$ cat src/rtl/dhc_pkg.sv
package dhc_pkg;

  typedef enum logic [2:0] {
    SM_OFF   = 3'd0,
    SM_DELEG = 3'd1,
    SM_RISE  = 3'd4,
    SM_FALL  = 3'd5,
    SM_HIGH  = 3'd6,
    SM_LOW   = 3'd7
  } smode_e;

  localparam int HIDX_W  = 14;
  localparam int HIDX_LO = 18;
  localparam int ID_W    = 10;

  // priority as stored: masked, with zero promoted to one
  function automatic logic [7:0] fix_prio(input logic [7:0] raw, input logic [7:0] mask);
    logic [7:0] m;
    m = raw & mask;
    return (m == 8'd0) ? 8'd1 : m;
  endfunction

  function automatic logic [31:0] pack_top(input logic [ID_W-1:0] id, input logic [7:0] pr);
    return {6'd0, id, 8'd0, pr};
  endfunction

  // level source whose input still requests service
  function automatic logic level_active(input logic [2:0] mode, input logic lvl);
    return (mode == SM_HIGH && lvl) || (mode == SM_LOW && !lvl);
  endfunction

endpackage

$ cat src/rtl/dhc_targets.sv
module dhc_targets #(
  parameter int NSRC   = 8,
  parameter int PRIO_W = 3
) (
  input  logic               clk,
  input  logic               rst_n,
  input  logic               we,
  input  logic [9:0]         widx,
  input  logic [31:0]        wdata,
  output logic [NSRC*32-1:0] tgt_flat
);
  import dhc_pkg::*;
  localparam logic [7:0] PMASK = 8'((1 << PRIO_W) - 1);

  for (genvar s = 0; s < NSRC; s++) begin : g_src
    logic [31:0] tw_q;
    always_ff @(posedge clk) begin
      if (!rst_n)                         tw_q <= 32'h1;
      else if (we && widx == 10'(s + 1))  tw_q <= {wdata[31:8], fix_prio(wdata[7:0], PMASK)};
    end
    assign tgt_flat[s*32 +: 32] = tw_q;

    p_prio_nonzero_r1: assert property (@(posedge clk) disable iff (!rst_n)
      (tw_q[7:0] & PMASK) != 8'd0);
  end
endmodule

$ cat src/rtl/dhc_select.sv
module dhc_select #(
  parameter int NSRC   = 8,
  parameter int PRIO_W = 3,
  parameter int HART   = 0
) (
  input  logic [NSRC-1:0]        en,
  input  logic [NSRC-1:0]        pend,
  input  logic [NSRC*14-1:0]     hart_f,
  input  logic [NSRC*PRIO_W-1:0] prio_f,
  input  logic [PRIO_W-1:0]      thr,
  output logic [31:0]            top,
  output logic [9:0]             win_id
);
  import dhc_pkg::*;
  logic              found;
  logic [PRIO_W-1:0] best;

  always_comb begin
    found  = 1'b0;
    best   = '1;
    win_id = '0;
    for (int s = 0; s < NSRC; s++) begin
      logic [PRIO_W-1:0] pr;
      logic ok;
      pr = prio_f[s*PRIO_W +: PRIO_W];
      ok = en[s] && pend[s] && (hart_f[s*14 +: 14] == 14'(HART)) &&
           ((thr == '0) || (pr < thr));
      if (ok && (!found || pr < best)) begin
        found  = 1'b1;
        best   = pr;
        win_id = 10'(s + 1);
      end
    end
    top = found ? pack_top(win_id, 8'(best)) : 32'd0;
  end
endmodule

$ cat src/rtl/dhc_hart_ctl.sv
module dhc_hart_ctl #(
  parameter int PRIO_W = 3
) (
  input  logic              clk,
  input  logic              rst_n,
  input  logic              dom_en,
  input  logic              we_deliv,
  input  logic              we_force,
  input  logic              we_thr,
  input  logic [31:0]       wdata,
  input  logic              claim_empty,
  input  logic              top_nz,
  output logic              deliv_q,
  output logic              force_q,
  output logic [PRIO_W-1:0] thr_q,
  output logic              irq
);
  logic [31:PRIO_W] unused_hi;
  assign unused_hi = wdata[31:PRIO_W];

  always_ff @(posedge clk) begin
    if (!rst_n) begin
      deliv_q <= 1'b0;
      force_q <= 1'b0;
      thr_q   <= '0;
      irq     <= 1'b0;
    end else begin
      if (we_deliv) deliv_q <= wdata[0];
      if (we_force) force_q <= wdata[0];
      else if (claim_empty) force_q <= 1'b0;
      if (we_thr) thr_q <= wdata[PRIO_W-1:0];
      irq <= dom_en && deliv_q && (force_q || top_nz);
    end
  end

  p_force_cleared_r7: assert property (@(posedge clk) disable iff (!rst_n)
    (claim_empty && !we_force) |=> !force_q);
  p_irq_gate_r8: assert property (@(posedge clk) disable iff (!rst_n)
    irq |-> $past(dom_en && deliv_q));
endmodule

$ cat src/rtl/dhc_top.sv
module dhc_top #(
  parameter int NSRC   = 8,
  parameter int NHART  = 2,
  parameter int PRIO_W = 3
) (
  input  logic                clk,
  input  logic                rst_n,
  input  logic                dom_en,
  input  logic [NSRC-1:0]     src_en,
  input  logic [NSRC-1:0]     src_pend,
  input  logic [NSRC-1:0]     src_level,
  input  logic [3*NSRC-1:0]   src_mode,
  input  logic                bus_wr,
  input  logic                bus_rd,
  input  logic [15:0]         bus_addr,
  input  logic [31:0]         bus_wdata,
  output logic [31:0]         bus_rdata,
  output logic [NSRC-1:0]     pend_clr,
  output logic [NSRC-1:0]     pend_set,
  output logic [NHART-1:0]    irq_o
);
  import dhc_pkg::*;

  localparam logic [4:0] OFF_DELIV = 5'h00;
  localparam logic [4:0] OFF_FORCE = 5'h04;
  localparam logic [4:0] OFF_THR   = 5'h08;
  localparam logic [4:0] OFF_TOP   = 5'h18;
  localparam logic [4:0] OFF_CLAIM = 5'h1C;

  logic [NSRC*32-1:0]     tgt_flat;
  logic [NSRC*14-1:0]     hart_f;
  logic [NSRC*PRIO_W-1:0] prio_f;
  logic                   is_tgt, in_win;
  logic [4:0]             off;
  logic [31:0]            rd_val;

  assign is_tgt = (bus_addr[15:12] == 4'h3) && (bus_addr[1:0] == 2'b00);
  assign in_win = (bus_addr[15:14] == 2'b01);
  assign off    = bus_addr[4:0];

  dhc_targets #(.NSRC(NSRC), .PRIO_W(PRIO_W)) u_tgt (
    .clk(clk), .rst_n(rst_n), .we(bus_wr && is_tgt), .widx(bus_addr[11:2]),
    .wdata(bus_wdata), .tgt_flat(tgt_flat));

  for (genvar s = 0; s < NSRC; s++) begin : g_fld
    assign hart_f[s*14 +: 14]         = tgt_flat[s*32 + HIDX_LO +: HIDX_W];
    assign prio_f[s*PRIO_W +: PRIO_W] = tgt_flat[s*32 +: PRIO_W];
  end

  logic [31:0]       top_w   [NHART];
  logic [9:0]        win_w   [NHART];
  logic [NHART-1:0]  sel_h, claim_h, deliv_w, force_w;
  logic [PRIO_W-1:0] thr_w   [NHART];

  for (genvar h = 0; h < NHART; h++) begin : g_hart
    assign sel_h[h]   = in_win && (bus_addr[13:5] == 9'(h));
    assign claim_h[h] = bus_rd && sel_h[h] && (off == OFF_CLAIM);

    dhc_select #(.NSRC(NSRC), .PRIO_W(PRIO_W), .HART(h)) u_sel (
      .en(src_en), .pend(src_pend), .hart_f(hart_f), .prio_f(prio_f),
      .thr(thr_w[h]), .top(top_w[h]), .win_id(win_w[h]));

    dhc_hart_ctl #(.PRIO_W(PRIO_W)) u_ctl (
      .clk(clk), .rst_n(rst_n), .dom_en(dom_en),
      .we_deliv(bus_wr && sel_h[h] && off == OFF_DELIV),
      .we_force(bus_wr && sel_h[h] && off == OFF_FORCE),
      .we_thr(bus_wr && sel_h[h] && off == OFF_THR),
      .wdata(bus_wdata), .claim_empty(claim_h[h] && top_w[h] == 32'd0),
      .top_nz(top_w[h] != 32'd0), .deliv_q(deliv_w[h]), .force_q(force_w[h]),
      .thr_q(thr_w[h]), .irq(irq_o[h]));

    p_top_thr_r3: assert property (@(posedge clk) disable iff (!rst_n)
      (top_w[h] != 32'd0 && thr_w[h] != '0) |-> (top_w[h][PRIO_W-1:0] < thr_w[h]));
    p_top_qual_r2: assert property (@(posedge clk) disable iff (!rst_n)
      (top_w[h] != 32'd0) |-> (src_en[win_w[h]-10'd1] && src_pend[win_w[h]-10'd1]));
  end

  // claim side effects, active during the read cycle
  always_comb begin
    pend_clr = '0;
    pend_set = '0;
    for (int h = 0; h < NHART; h++) begin
      for (int s = 0; s < NSRC; s++) begin
        if (claim_h[h] && top_w[h] != 32'd0 && win_w[h] == 10'(s + 1)) begin
          pend_clr[s] = 1'b1;
          pend_set[s] = level_active(src_mode[3*s +: 3], src_level[s]);
        end
      end
    end
  end

  always_comb begin
    rd_val = 32'd0;
    for (int s = 0; s < NSRC; s++)
      if (is_tgt && bus_addr[11:2] == 10'(s + 1)) rd_val = tgt_flat[s*32 +: 32];
    for (int h = 0; h < NHART; h++) begin
      if (sel_h[h]) begin
        case (off)
          OFF_DELIV: rd_val = {31'd0, deliv_w[h]};
          OFF_FORCE: rd_val = {31'd0, force_w[h]};
          OFF_THR:   rd_val = 32'(thr_w[h]);
          OFF_TOP, OFF_CLAIM: rd_val = top_w[h];
          default:   rd_val = 32'd0;
        endcase
      end
    end
  end

  always_ff @(posedge clk) begin
    if (!rst_n)      bus_rdata <= 32'd0;
    else if (bus_rd) bus_rdata <= rd_val;
  end

  p_clr_onehot_r5: assert property (@(posedge clk) disable iff (!rst_n) $onehot0(pend_clr));
  p_set_in_clr_r6: assert property (@(posedge clk) disable iff (!rst_n)
    (pend_set & ~pend_clr) == '0);
endmodule

$ cat config.mk
export PLATFORM = sky130hd
export DESIGN_NAME = dhc_top
export DESIGN_NICKNAME = d
export VERILOG_FILES = /design/src/rtl/dhc_pkg.sv /design/src/rtl/dhc_targets.sv /design/src/rtl/dhc_select.sv /design/src/rtl/dhc_hart_ctl.sv /design/src/rtl/dhc_top.sv
export SDC_FILE = /design/constraint.sdc
export NUM_CORES = 1
export LEC_CHECK = 0
export ABC_AREA = 1
export CORE_ASPECT_RATIO = 1.25
export CORE_MARGIN = 1
export CORE_UTILIZATION = 49
export DETAILED_ROUTE_END_ITERATION = 12
export PLACE_DENSITY = 0.8
export SYNTH_ARGS = -nofsm -noshare
export SYNTH_HDL_FRONTEND = slang
export SYNTH_SLANG_ARGS = --single-unit
export TNS_END_PERCENT = 50
$ cat constraint.sdc
create_clock -name clk -period 8.95 [get_ports clk]
set_clock_uncertainty 0.05 [all_clocks]
set_input_delay 0.895 -clock clk [delete_from_list [all_inputs] [get_ports clk]]
set_output_delay 0.895 -clock clk [all_outputs]
set_load 0.05 [all_outputs]
Word-level counts from Yosys, hierarchy flattened
Index checks and enable logic that the tools add are counted.
{"block": "classes", "order_cmp": 30, "eq_ne": 55, "mux": 99, "reduce_logical": 209}
{"operator": "32-bit two-way mux", "n": 10}
{"operator": "32-bit case mux with 4 select lines", "n": 2}
{"operator": "10-bit two-way mux", "n": 14}
{"operator": "1-bit logical AND", "n": 126}
{"operator": "10-bit by 3-bit equality test with 1-bit output, second input constant", "n": 12}
{"operator": "14-bit by 1-bit equality test with 1-bit output, second input constant", "n": 8}
{"operator": "14-bit zero test", "n": 8}
{"operator": "3-bit < comparator", "n": 30}
{"operator": "32-bit zero test", "n": 2}
{"operator": "32-bit nonzero test", "n": 2}
{"operator": "10-bit by 2-bit equality test with 1-bit output, second input constant", "n": 6}
{"operator": "1-bit two-way mux", "n": 54}
{"operator": "26-bit two-way mux", "n": 2}
{"operator": "3-bit two-way mux", "n": 17}
{"operator": "3-bit equality test, second input constant", "n": 16}
{"operator": "1-bit logical OR", "n": 40}
{"operator": "10-bit by 1-bit equality test with 1-bit output, second input constant", "n": 3}
{"operator": "10-bit by 4-bit equality test with 1-bit output, second input constant", "n": 3}
{"operator": "1-bit zero test", "n": 22}
{"operator": "5-bit equality test, second input constant", "n": 2}
{"operator": "9-bit by 1-bit equality test with 1-bit output, second input constant", "n": 1}
{"operator": "9-bit zero test", "n": 1}
{"operator": "8-bit zero test", "n": 1}
{"operator": "3-bit zero test", "n": 2}
{"operator": "other kinds (8)", "n": 9}
{"block": "word_totals", "ff_bits": 300, "in_bits": 101, "output_inout_bits": 50, "word_cells": 410}

Logic depth before layout (Yosys ltp)
Gate-level depths: netlist of run 1.
{"block": "depth", "depth_word": 38, "mapped_depth": 84, "mapped_depth_nobuf": 84}

Modules after synthesis
From an unflattened synthesis of run 1, not the netlist that was laid out.
{"block": "unflattened", "hier_cells": 3287, "hier_area_um2": 19809.0}
{"mod": "dhc_targets", "n_inst": 1, "cells_per_inst": 1284, "area_each_um2": 9120.0, "seq_area_each_um2": 4324.1}
{"mod": "dhc_top", "n_inst": 1, "cells_per_inst": 1058, "area_each_um2": 5619.1, "seq_area_each_um2": 640.6}
{"mod": "dhc_select at g_hart[1].u_sel", "n_inst": 1, "cells_per_inst": 482, "area_each_um2": 2486.1, "seq_area_each_um2": 0.0}
{"mod": "dhc_select at g_hart[0].u_sel", "n_inst": 1, "cells_per_inst": 405, "area_each_um2": 2158.3, "seq_area_each_um2": 0.0}
{"mod": "dhc_hart_ctl", "n_inst": 2, "cells_per_inst": 29, "area_each_um2": 212.7, "seq_area_each_um2": 120.1}

Worst setup path before layout of run 1
No wires, ideal clock.
{"block": "synth_path", "path_kind": "input -> output", "startpoint": "in src_en[0]", "endpoint": "out pend_set[7]", "arrival_ns": 9.521, "required_time_ns": 8.005, "setup_slack_ns": -1.516, "stages": 66, "n_path_buf": 0, "cell_sequence": "nand2_1 > inv_2 > nand2_1 > nor4_1 > nand3_1 > nor2_1 > ha_1 > inv_1 > a21oi_1 > nand2_1 > nand2_2 > nand2_1 > nand2_1 > nand2_1 > o21ai_0 > ha_1 > nand2_1 > inv_1 > [... 30 more ...] > nand2_2 > o21ai_0 > inv_1 > ha_1 > a21oi_1 > nand2_1 > nand2_1 > nand2_2 > o21ai_0 > inv_1 > ha_1 > a21oi_1 > nand2_1 > nand2_2 > nand2_4 > o22ai_2 > inv_1 > a211oi_1"}
{"block": "synth_via", "elab_chain_len": 38, "elab_cells_between_ends": 121, "classes_between": "order compare (14); eq/ne (2); mux (52); reduce/logical (53)"}
{"item": "start: declaration", "line_no": "dhc_top.sv:9", "source": "input logic [NSRC-1:0] src_en,"}
{"item": "1-bit logical AND (*)", "line_no": "dhc_select.sv:26", "source": "ok = en[s] && pend[s] && (hart_f[s*14 +: 14] == 14'(HART)) &&"}
{"item": "1-bit logical AND (2 in a row)", "line_no": "dhc_select.sv:26"}
{"item": "3-bit two-way mux or 1-bit two-way mux (tied branches)", "line_no": "dhc_select.sv:28", "source": "if (ok && (!found || pr < best)) begin"}
{"item": "3-bit < comparator or 1-bit zero test (tied branches)", "line_no": "dhc_select.sv:28"}
{"item": "1-bit logical OR", "line_no": "dhc_select.sv:28"}
{"item": "1-bit logical AND", "line_no": "dhc_select.sv:28"}
{"item": "3-bit two-way mux or 1-bit two-way mux (tied branches)", "line_no": "dhc_select.sv:28"}
{"item": "3-bit < comparator or 1-bit zero test (tied branches)", "line_no": "dhc_select.sv:28"}
{"item": "[... 20 more ...]"}
{"item": "1-bit logical OR", "line_no": "dhc_select.sv:28"}
{"item": "1-bit logical AND", "line_no": "dhc_select.sv:28"}
{"item": "3-bit two-way mux, or another cell as far along", "line_no": "dhc_select.sv:28"}
{"item": "26-bit two-way mux", "line_no": "dhc_select.sv:34", "source": "top = found ? pack_top(win_id, 8'(best)) : 32'd0;"}
{"item": "32-bit nonzero test", "line_no": "dhc_top.sv:84", "source": "if (claim_h[h] && top_w[h] != 32'd0 && win_w[h] == 10'(s + 1)) begin"}
{"item": "1-bit logical AND (2 in a row)", "line_no": "dhc_top.sv:84"}
{"item": "1-bit two-way mux", "line_no": "dhc_top.sv:84"}
{"item": "1-bit two-way mux (*)", "line_no": "dhc_top.sv:84"}
{"item": "end: declaration", "line_no": "dhc_top.sv:19", "source": "output logic [NSRC-1:0] pend_set,"}
Mark *: on every way between the ends. The rest lies on a longest branch, timed or not.

Worst setup path in the final report of run 1
{"block": "layout_path", "startpoint": "reg u_tgt.g_src[0].tw_q[30]", "endpoint": "out pend_set[7]"}
{"block": "layout_via", "elab_chain_len": 38, "elab_cells_between_ends": 122, "classes_between": "order compare (14); eq/ne (3); mux (52); reduce/logical (53)"}
{"item": "start: declaration", "line_no": "dhc_targets.sv:16", "source": "logic [31:0] tw_q;"}
{"item": "start signal: assignment", "line_no": "dhc_targets.sv:19", "source": "else if (we && widx == 10'(s + 1)) tw_q <= {wdata[31:8], fix_prio(wdata[7:0], PMASK)};"}
{"item": "14-bit zero test", "line_no": "dhc_select.sv:26"}
{"item": "1-bit logical AND (2 in a row)", "line_no": "dhc_select.sv:26"}
{"item": "3-bit two-way mux or 1-bit two-way mux (tied branches)", "line_no": "dhc_select.sv:28"}
{"item": "3-bit < comparator or 1-bit zero test (tied branches)", "line_no": "dhc_select.sv:28"}
{"item": "1-bit logical OR", "line_no": "dhc_select.sv:28"}
{"item": "1-bit logical AND", "line_no": "dhc_select.sv:28"}
{"item": "3-bit two-way mux or 1-bit two-way mux (tied branches)", "line_no": "dhc_select.sv:28"}
{"item": "3-bit < comparator or 1-bit zero test (tied branches)", "line_no": "dhc_select.sv:28"}
{"item": "[... 20 more ...]"}
{"item": "1-bit logical OR", "line_no": "dhc_select.sv:28"}
{"item": "1-bit logical AND", "line_no": "dhc_select.sv:28"}
{"item": "3-bit two-way mux, or another cell as far along", "line_no": "dhc_select.sv:28"}
{"item": "26-bit two-way mux", "line_no": "dhc_select.sv:34"}
{"item": "32-bit nonzero test", "line_no": "dhc_top.sv:84"}
{"item": "1-bit logical AND (2 in a row)", "line_no": "dhc_top.sv:84"}
{"item": "1-bit two-way mux", "line_no": "dhc_top.sv:84"}
{"item": "1-bit two-way mux (*)", "line_no": "dhc_top.sv:84"}
Marks and branches as above.

==> results.cfg, run 1 <==
[final_layout]
drive_gt1_share_pct = 19.2
antenna_cells = 0
area_growth_pct = 33.3
fill_cells = 2478
final_cells = 2838
final_nets = 2576

[sta]
hold_ws_ns = 0.400
fin_ws_ns = -0.470
worstMarginPinSlew_ns = 1.11
finalSetupViolations = 17
fin_setup_tns_ns = -6.60
finalCriticalPeriod_ns = 9.42
rsz0062_at_grt = true
timing.final.crit_share_pct = 105
hold_viol = 0
slew_headroom_pct = 25.9
clock.fmax_mhz = 106
maxSlewViolCount = 0

[setup_path]
startpoint_type = flop
crit_required_ns = 8.01
slowest_delay_ns = 0.35
slowest_stage = dfxtp_1
critPathMostFrequentCell = nand2_2
cp-end-kind = output port
worstSetupPathType = flop to output port
cp_max_fo = 6
arrival_ns = 8.47

[synth]
synth_fa_ha_area_share_pct = 4.46
muxShareOfSynthArea_pct = 0.0687
ys_types = 47
synthFlopType = dfxtp_1
synth_top_area_cell = dfxtp_1
async_flop_share_pct = 0
seq_area_frac_synth_pct = 35.0
synth_seq_cells = 255
synthXorXnorAreaFrac_pct = 0
yosys.area_share.simple_pct = 20.5
ys_top_cells_by_area = dfxtp_1 35%, o21ai_0 11%, a21oi_1 11%
yosys_warnings = 0
syn_avg_cell_area_um2 = 6.73
syn_inst = 2165
synth_area_um2 = 14600
yosysTopAreaCellShare_pct = 35.0
synth_edf_count = 0
synth_compound_area_share_pct = 28.3
synth_top_family_by_area = compound AO/OA/AOI/OAI gates

[floorplanning]
core_area_um2 = 29300
start_util_pct = 49.8
dieArea_um2 = 30500
fp.dieW_um = 156
pin_count = 151
die_h_um = 195
num_rows = 70

[detailed_routing]
drc = 0
via_per_inst = 5.88
first_pass_iters = 6
wl_met3_um = 2920
postRouteAntennaNets = 0
met2_length_um = 25700
routed_wl_um = 52700
wirelength_met1_um = 19900
drtIter0Drc = 1511
vias = 16700
routed.top_layer = met4
routed_wire_length_per_instance_um = 18.6

[power]
p_leak_nw = 7.85
power_density_nw_per_um2 = 134
ir_worst_vdd_v = 0.000191

[job]
maxCapViolCount = 0

[placement]
hpwl_um = 36700
gp_congestion = 0.955
numPortBuffers = 140
place_inst = 2709

[grt]
grt_max_degree = 131
antenna_found_initial = 0
gr-total-overflow = 0
grt_usage_pct = 33.5
grt_pass1_vias = 15900
grt_pass1_wl_um = 80900

[clock_network]
tritoncts = built
clock_path_buffers = 3
cts_hold_buf = 0
path_clk_slew_ns = 0.07
htreeDepth = 1
clock_sinks = 255
clock_latency_ns = 0.54
cts_buffers = 25
clockRootBuffer = clkbuf_16

[worst_hold_path]
hold_class = flop to flop

[status]
violations = negative setup slack
status = complete, but fails checks
==> cell families (layout without fill, tap and decap cells) <==
group | count (synthesis) | count (layout)
adders and majority gates | 52 | 52
DFF | 255 | 255
AOI/OAI and AO/OA | 751 | 751
other | 1 | 5
muxes | 1 | 1
buffers and inverters | 444 | 717
and+or+nand+nor | 661 | 661
==> layer usage <==
metal  track usage, %  vias up
met5                0        -
met4             25.1        0
li1                 -     7882
met2             58.0      778
met1             37.8     7760
met3             3.37      263
==> per-stage QoR <==
step	power (mW)	cell area, µm²	setup slack [ns]	util (%)
2_1_floorplan	1.28	14800	-0.297	-
3_3_place_gp	1.39	17200	-0.753	58.8
3_5_place_dp	1.39	17200	-1.10	58.8
4_1_cts	2.57	18900	-0.266	64.7
5_1_grt	2.68	19400	-0.980	66.5
6_report	2.61	19400	-0.470	66.5
==> layout by cell type (no fill, tap or decap), types with 6 or more instances in the layout <==
cell type and count:
o21ai_2 13, nand3_1 93, nand4_1 20, nor2_2 9, inv_1 307, buf_4 187, clkbuf_8 6, or2_2 7
ha_4 12, a221oi_1 15, nor4_1 27, clkinv_2 6, o21ai_0 299, dfxtp_2 7, nand3_2 7, nor2_1 106
buf_12 16, nand2_4 22, dfxtp_1 247, clkdlybuf4s50_1 121, nor3_1 35, ha_1 40, o22ai_1 16, o21ai_4 7
clkinv_1 7, inv_2 26, a21oi_1 301, a32oi_1 6, nand2_1 238, nor2_4 8, o2111ai_1 9, o211ai_1 37
nand2_2 64, o221ai_1 22, clkbuf_16 25
==> synthesized netlist by cell type, types with 2 or more instances <==
library cell / n
a22oi_1: 5
nand3_1: 102
clkinv_1: 8
o221ai_1: 22
nor2_1: 118
buf_4: 8
nor2_2: 4
or3_1: 4
ha_1: 52
a31oi_1: 2
or2_2: 8
nand2_2: 28
inv_2: 7
a32oi_1: 6
dfxtp_1: 255
a21oi_1: 308
o21ai_0: 317
nor3_1: 39
nand2_4: 5
o2111ai_1: 9
and2_1: 5
o211ai_1: 37
o22ai_1: 19
a221oi_1: 15
nand4_1: 20
inv_1: 327
nand2_1: 292
o21ai_1: 3
nor4_1: 29
clkbuf_1: 94
==> cell type report <==
type,instances,area (µm²),share of cell area [%]
Multi-Input combinational cell,1470,8630,44.4
Sequential cell,255,5120,26.3
Timing Repair Buffer,329,3000,15.4
Inverter,342,1290,6.62
Clock buffer,34,719,3.70
Tap cell,396,495,2.55
Clock inverter,12,191,0.985
==> path summary, 6_finish.rpt <==
| check | start | to | slack [ns] | cells after the start |
|---|---|---|---|---|
| setup / recovery | u_tgt.g_src[0].tw_q[30]$_SDFFE_PN0P_ | pend_set[7] | -0.47 | 70 |
| hold / removal | u_tgt.g_src[4].tw_q[8]$_SDFFE_PN0P_ | u_tgt.g_src[4].tw_q[8]$_SDFFE_PN0P_ | 0.40 | 2 |
| setup reg to reg | u_tgt.g_src[0].tw_q[30]$_SDFFE_PN0P_ | bus_rdata[2]$_SDFFE_PN0P_ | -0.42 | 87 |
| hold reg to reg | u_tgt.g_src[4].tw_q[8]$_SDFFE_PN0P_ | u_tgt.g_src[4].tw_q[8]$_SDFFE_PN0P_ | 0.40 | 2 |
==> critical path, delay by kind of cell, from the launching register on <==
family / cells / cell delay [ns]
buffers and inverters: 13 / 0.89
muxes: 1 / 0.25
AOI/OAI and AO/OA: 10 / 1.11
adders and majority gates: 7 / 1.83
DFF: 1 / 0.35
and+or+nand+nor: 39 / 3.51
==> state kept, by name, summed over array words and instances, names as in the netlist <==
signal and count:
u_tgt.g_src.tw_q 216, bus_rdata 27, g_hart.u_ctl.thr_q 6, g_hart.u_ctl.deliv_q 2, g_hart.u_ctl.force_q 2, g_hart.u_ctl.irq 2
==> report_power, final <==
part | leakage (nW) | internal (mW) | switching [mW]
Combinational | 5.35 | 0.136 | 0.169
Clock | 0.450 | 0.708 | 0.460
Sequential | 2.06 | 1.13 | 0.000175
Total | 7.85 | 1.98 | 0.629
==> what timing repair did <==
item	in CTS	in global routing
pin swaps	73	79
buffers inserted	67	18
endpoints found under the setup margin	16	17
gates resized for setup	84	106
(Power assumes the default switching activity.)
==> inputs of run 2 (changes only) <==
CORE_UTILIZATION = 25   (was 49)
PLACE_DENSITY = 0.5   (was 0.8)
==> run 2 against run 1 <==
The flow still finishes with violations (negative setup slack). Total power fell by 2.7%. Global-route usage is 15 points lower. Largest power group is now sequential cells. Largest cell class unchanged. Via count down 4.5%.
==> results.cfg, run 2 (same netlist as run 1, synthesis figures left out) <==
[placement]
dpl_cell_area_um2 = 17800
hpwl_um = 43100
gp_congestion = 0.883
numPortBuffers = 140

[worst_hold_path]
min_from = u_tgt.g_src[4].tw_q[17]$_SDFFE_PN0P_
min_path_cells = 2
hold_class = flop to flop
hold_end = u_tgt.g_src[4].tw_q[17]$_SDFFE_PN0P_

[status]
status = complete, but fails checks
violations = negative setup slack

[floorplanning]
start_util_pct = 25.4
core_area_um2 = 57400
die_h_um = 272
dieArea_um2 = 59300
num_rows = 98
fp.dieW_um = 218
pin_count = 151

[detailed_routing]
via_per_inst = 4.97
first_pass_iters = 5
routed_wire_length_per_instance_um = 18.1
vias = 15900
drtIter0Drc = 1100
postRouteAntennaNets = 0
routed_wl_um = 58100
drc = 0

[setup_path]
r2r_start = u_tgt.g_src[0].tw_q[26]$_SDFFE_PN0P_
cp-end-kind = output port
crit_required_ns = 8.01
startpoint_type = flop
cp_max_fo = 7
slowest_stage = dfxtp_1
worstSetupPathType = flop to output port
critPathMostFrequentCell = buf_4
arrival_ns = 8.59
reg2reg_slack_ns = 0.86
worstRegToRegCells = 73
regToRegEndpoint = bus_rdata[0]$_SDFFE_PN0P_
slowest_delay_ns = 0.31

[grt]
grt_pass1_wl_um = 87700
grt_usage_pct = 19.0
grt_max_degree = 122
gr-total-overflow = 0
antenna_found_initial = 2
grt_pass1_vias = 15500

[final_layout]
fill_cells = 6106
area_growth_pct = 35.4
largest_register = u_tgt.g_src.tw_q
postLayoutCellArea_um2 = 19700
largest_reg_flops = 216
final_cell_mix = 307 x inv_1, 302 x a21oi_1, 298 x o21ai_0
seq_area_um2 = 5110
largest_registers = u_tgt.g_src.tw_q x216, bus_rdata x27, g_hart.u_ctl.thr_q x6
drive_gt1_share_pct = 18.7
final_common_cell = inv_1
final_nets = 2585
multiInputGateArea_um2 = 8520

[sta]
worstMarginPinSlew_ns = 1.19
timing.final.crit_share_pct = 106
clock.fmax_mhz = 105
finalCriticalPeriod_ns = 9.53
hold_viol = 0
maxSlewViolCount = 0
slew_headroom_pct = 20.9
fin_ws_ns = -0.580
finalSetupViolations = 16
rsz0062_at_grt = true
hold_ws_ns = 0.398

[power]
power_density_nw_per_um2 = 128
p_total_mw = 2.54
p_leak_nw = 7.84
ir_worst_vdd_v = 0.000121

[clock_network]
htreeDepth = 1
clock_latency_ns = 0.57
clock_path_buffers = 3
cts_buffers = 27
path_clk_slew_ns = 0.06
clockRootBuffer = clkbuf_16
clock_sinks = 255
cts_hold_buf = 0
tritoncts = built

[job]
maxCapViolCount = 0
[run 2: changes by cell type in the layout (fill, tap and decap cells not counted), sizes merged, moves of 2 or more]
cell,delta
buf,+7
diode,+2
bufinv,-5
clkbuf,+7
clkinv,-2
[run 2: final cells by class]
class | count | area share, %
antenna | 2 | 0.0253
clock buffer | 41 | 4.04
clock inverter | 7 | 0.279
inverter | 342 | 6.50
multi-input combinational | 1470 | 43.2
sequential | 255 | 25.9
tap | 750 | 4.75
timing repair buffer | 336 | 15.4
[run 2: report_power, final]
part	switching, mW	internal (mW)
logic	0.165	0.131
registers	0.000191	1.13
clock network	0.489	0.616
total	0.654	1.88
[run 2: timing repair]
action	CTS	global route
resized for setup	88	67
buffers inserted	61	10
setup endpoints to repair	16	16
pin swaps	76	56
endpoints found under the hold margin	0	0
gates cloned	0	0
[run 2: per-layer routing]
layer	global-route usage (%)	wire (µm)	vias up
met3	1.38	2140	127
met1	21.0	22300	7469
met4	8.89	2720	0
li1	-	-	7889
met5	0	0	-
met2	36.3	31000	445
[run 2: worst max-delay path by stage]
stage                                                      from           to  slack [ns]
after floorplan                                       src_en[0]  pend_set[7]       -0.30
after global placement                                src_en[0]  pend_clr[4]       -0.85
after detailed placement                            src_pend[0]  pend_set[4]       -1.18
after CTS                   u_tgt.g_src[0].tw_q[2]$_SDFFE_PN0P_  pend_set[4]       -0.32
after global routing      g_hart[0].u_ctl.thr_q[2]$_SDFFE_PN0P_  pend_set[7]       -1.07
final                      u_tgt.g_src[0].tw_q[26]$_SDFFE_PN0P_  pend_set[7]       -0.58
[run 2: stage by stage]
stage | instances | worst slack [ns] | util [%] | setup TNS, ns
after floorplan | 2169 | -0.297 | - | -1.13
after global placement | 3083 | -0.851 | 31.0 | -11.91
after detailed placement | 3083 | -1.18 | 31.0 | -19.09
after CTS | 3192 | -0.325 | 33.9 | -4.21
after global routing | 3203 | -1.07 | 34.4 | -15.61
final | 3203 | -0.580 | 34.4 | -7.70
[run 2: critical path, delay by kind of cell, from the launching register on]
family,cells,cell delay [ns]
flip-flops,1,0.31
adder cells (fa/ha/maj),3,0.72
AO/OA/AOI/OAI,9,1.19
buffers and inverters,28,3.20
AND/OR/NAND/NOR,27,2.61
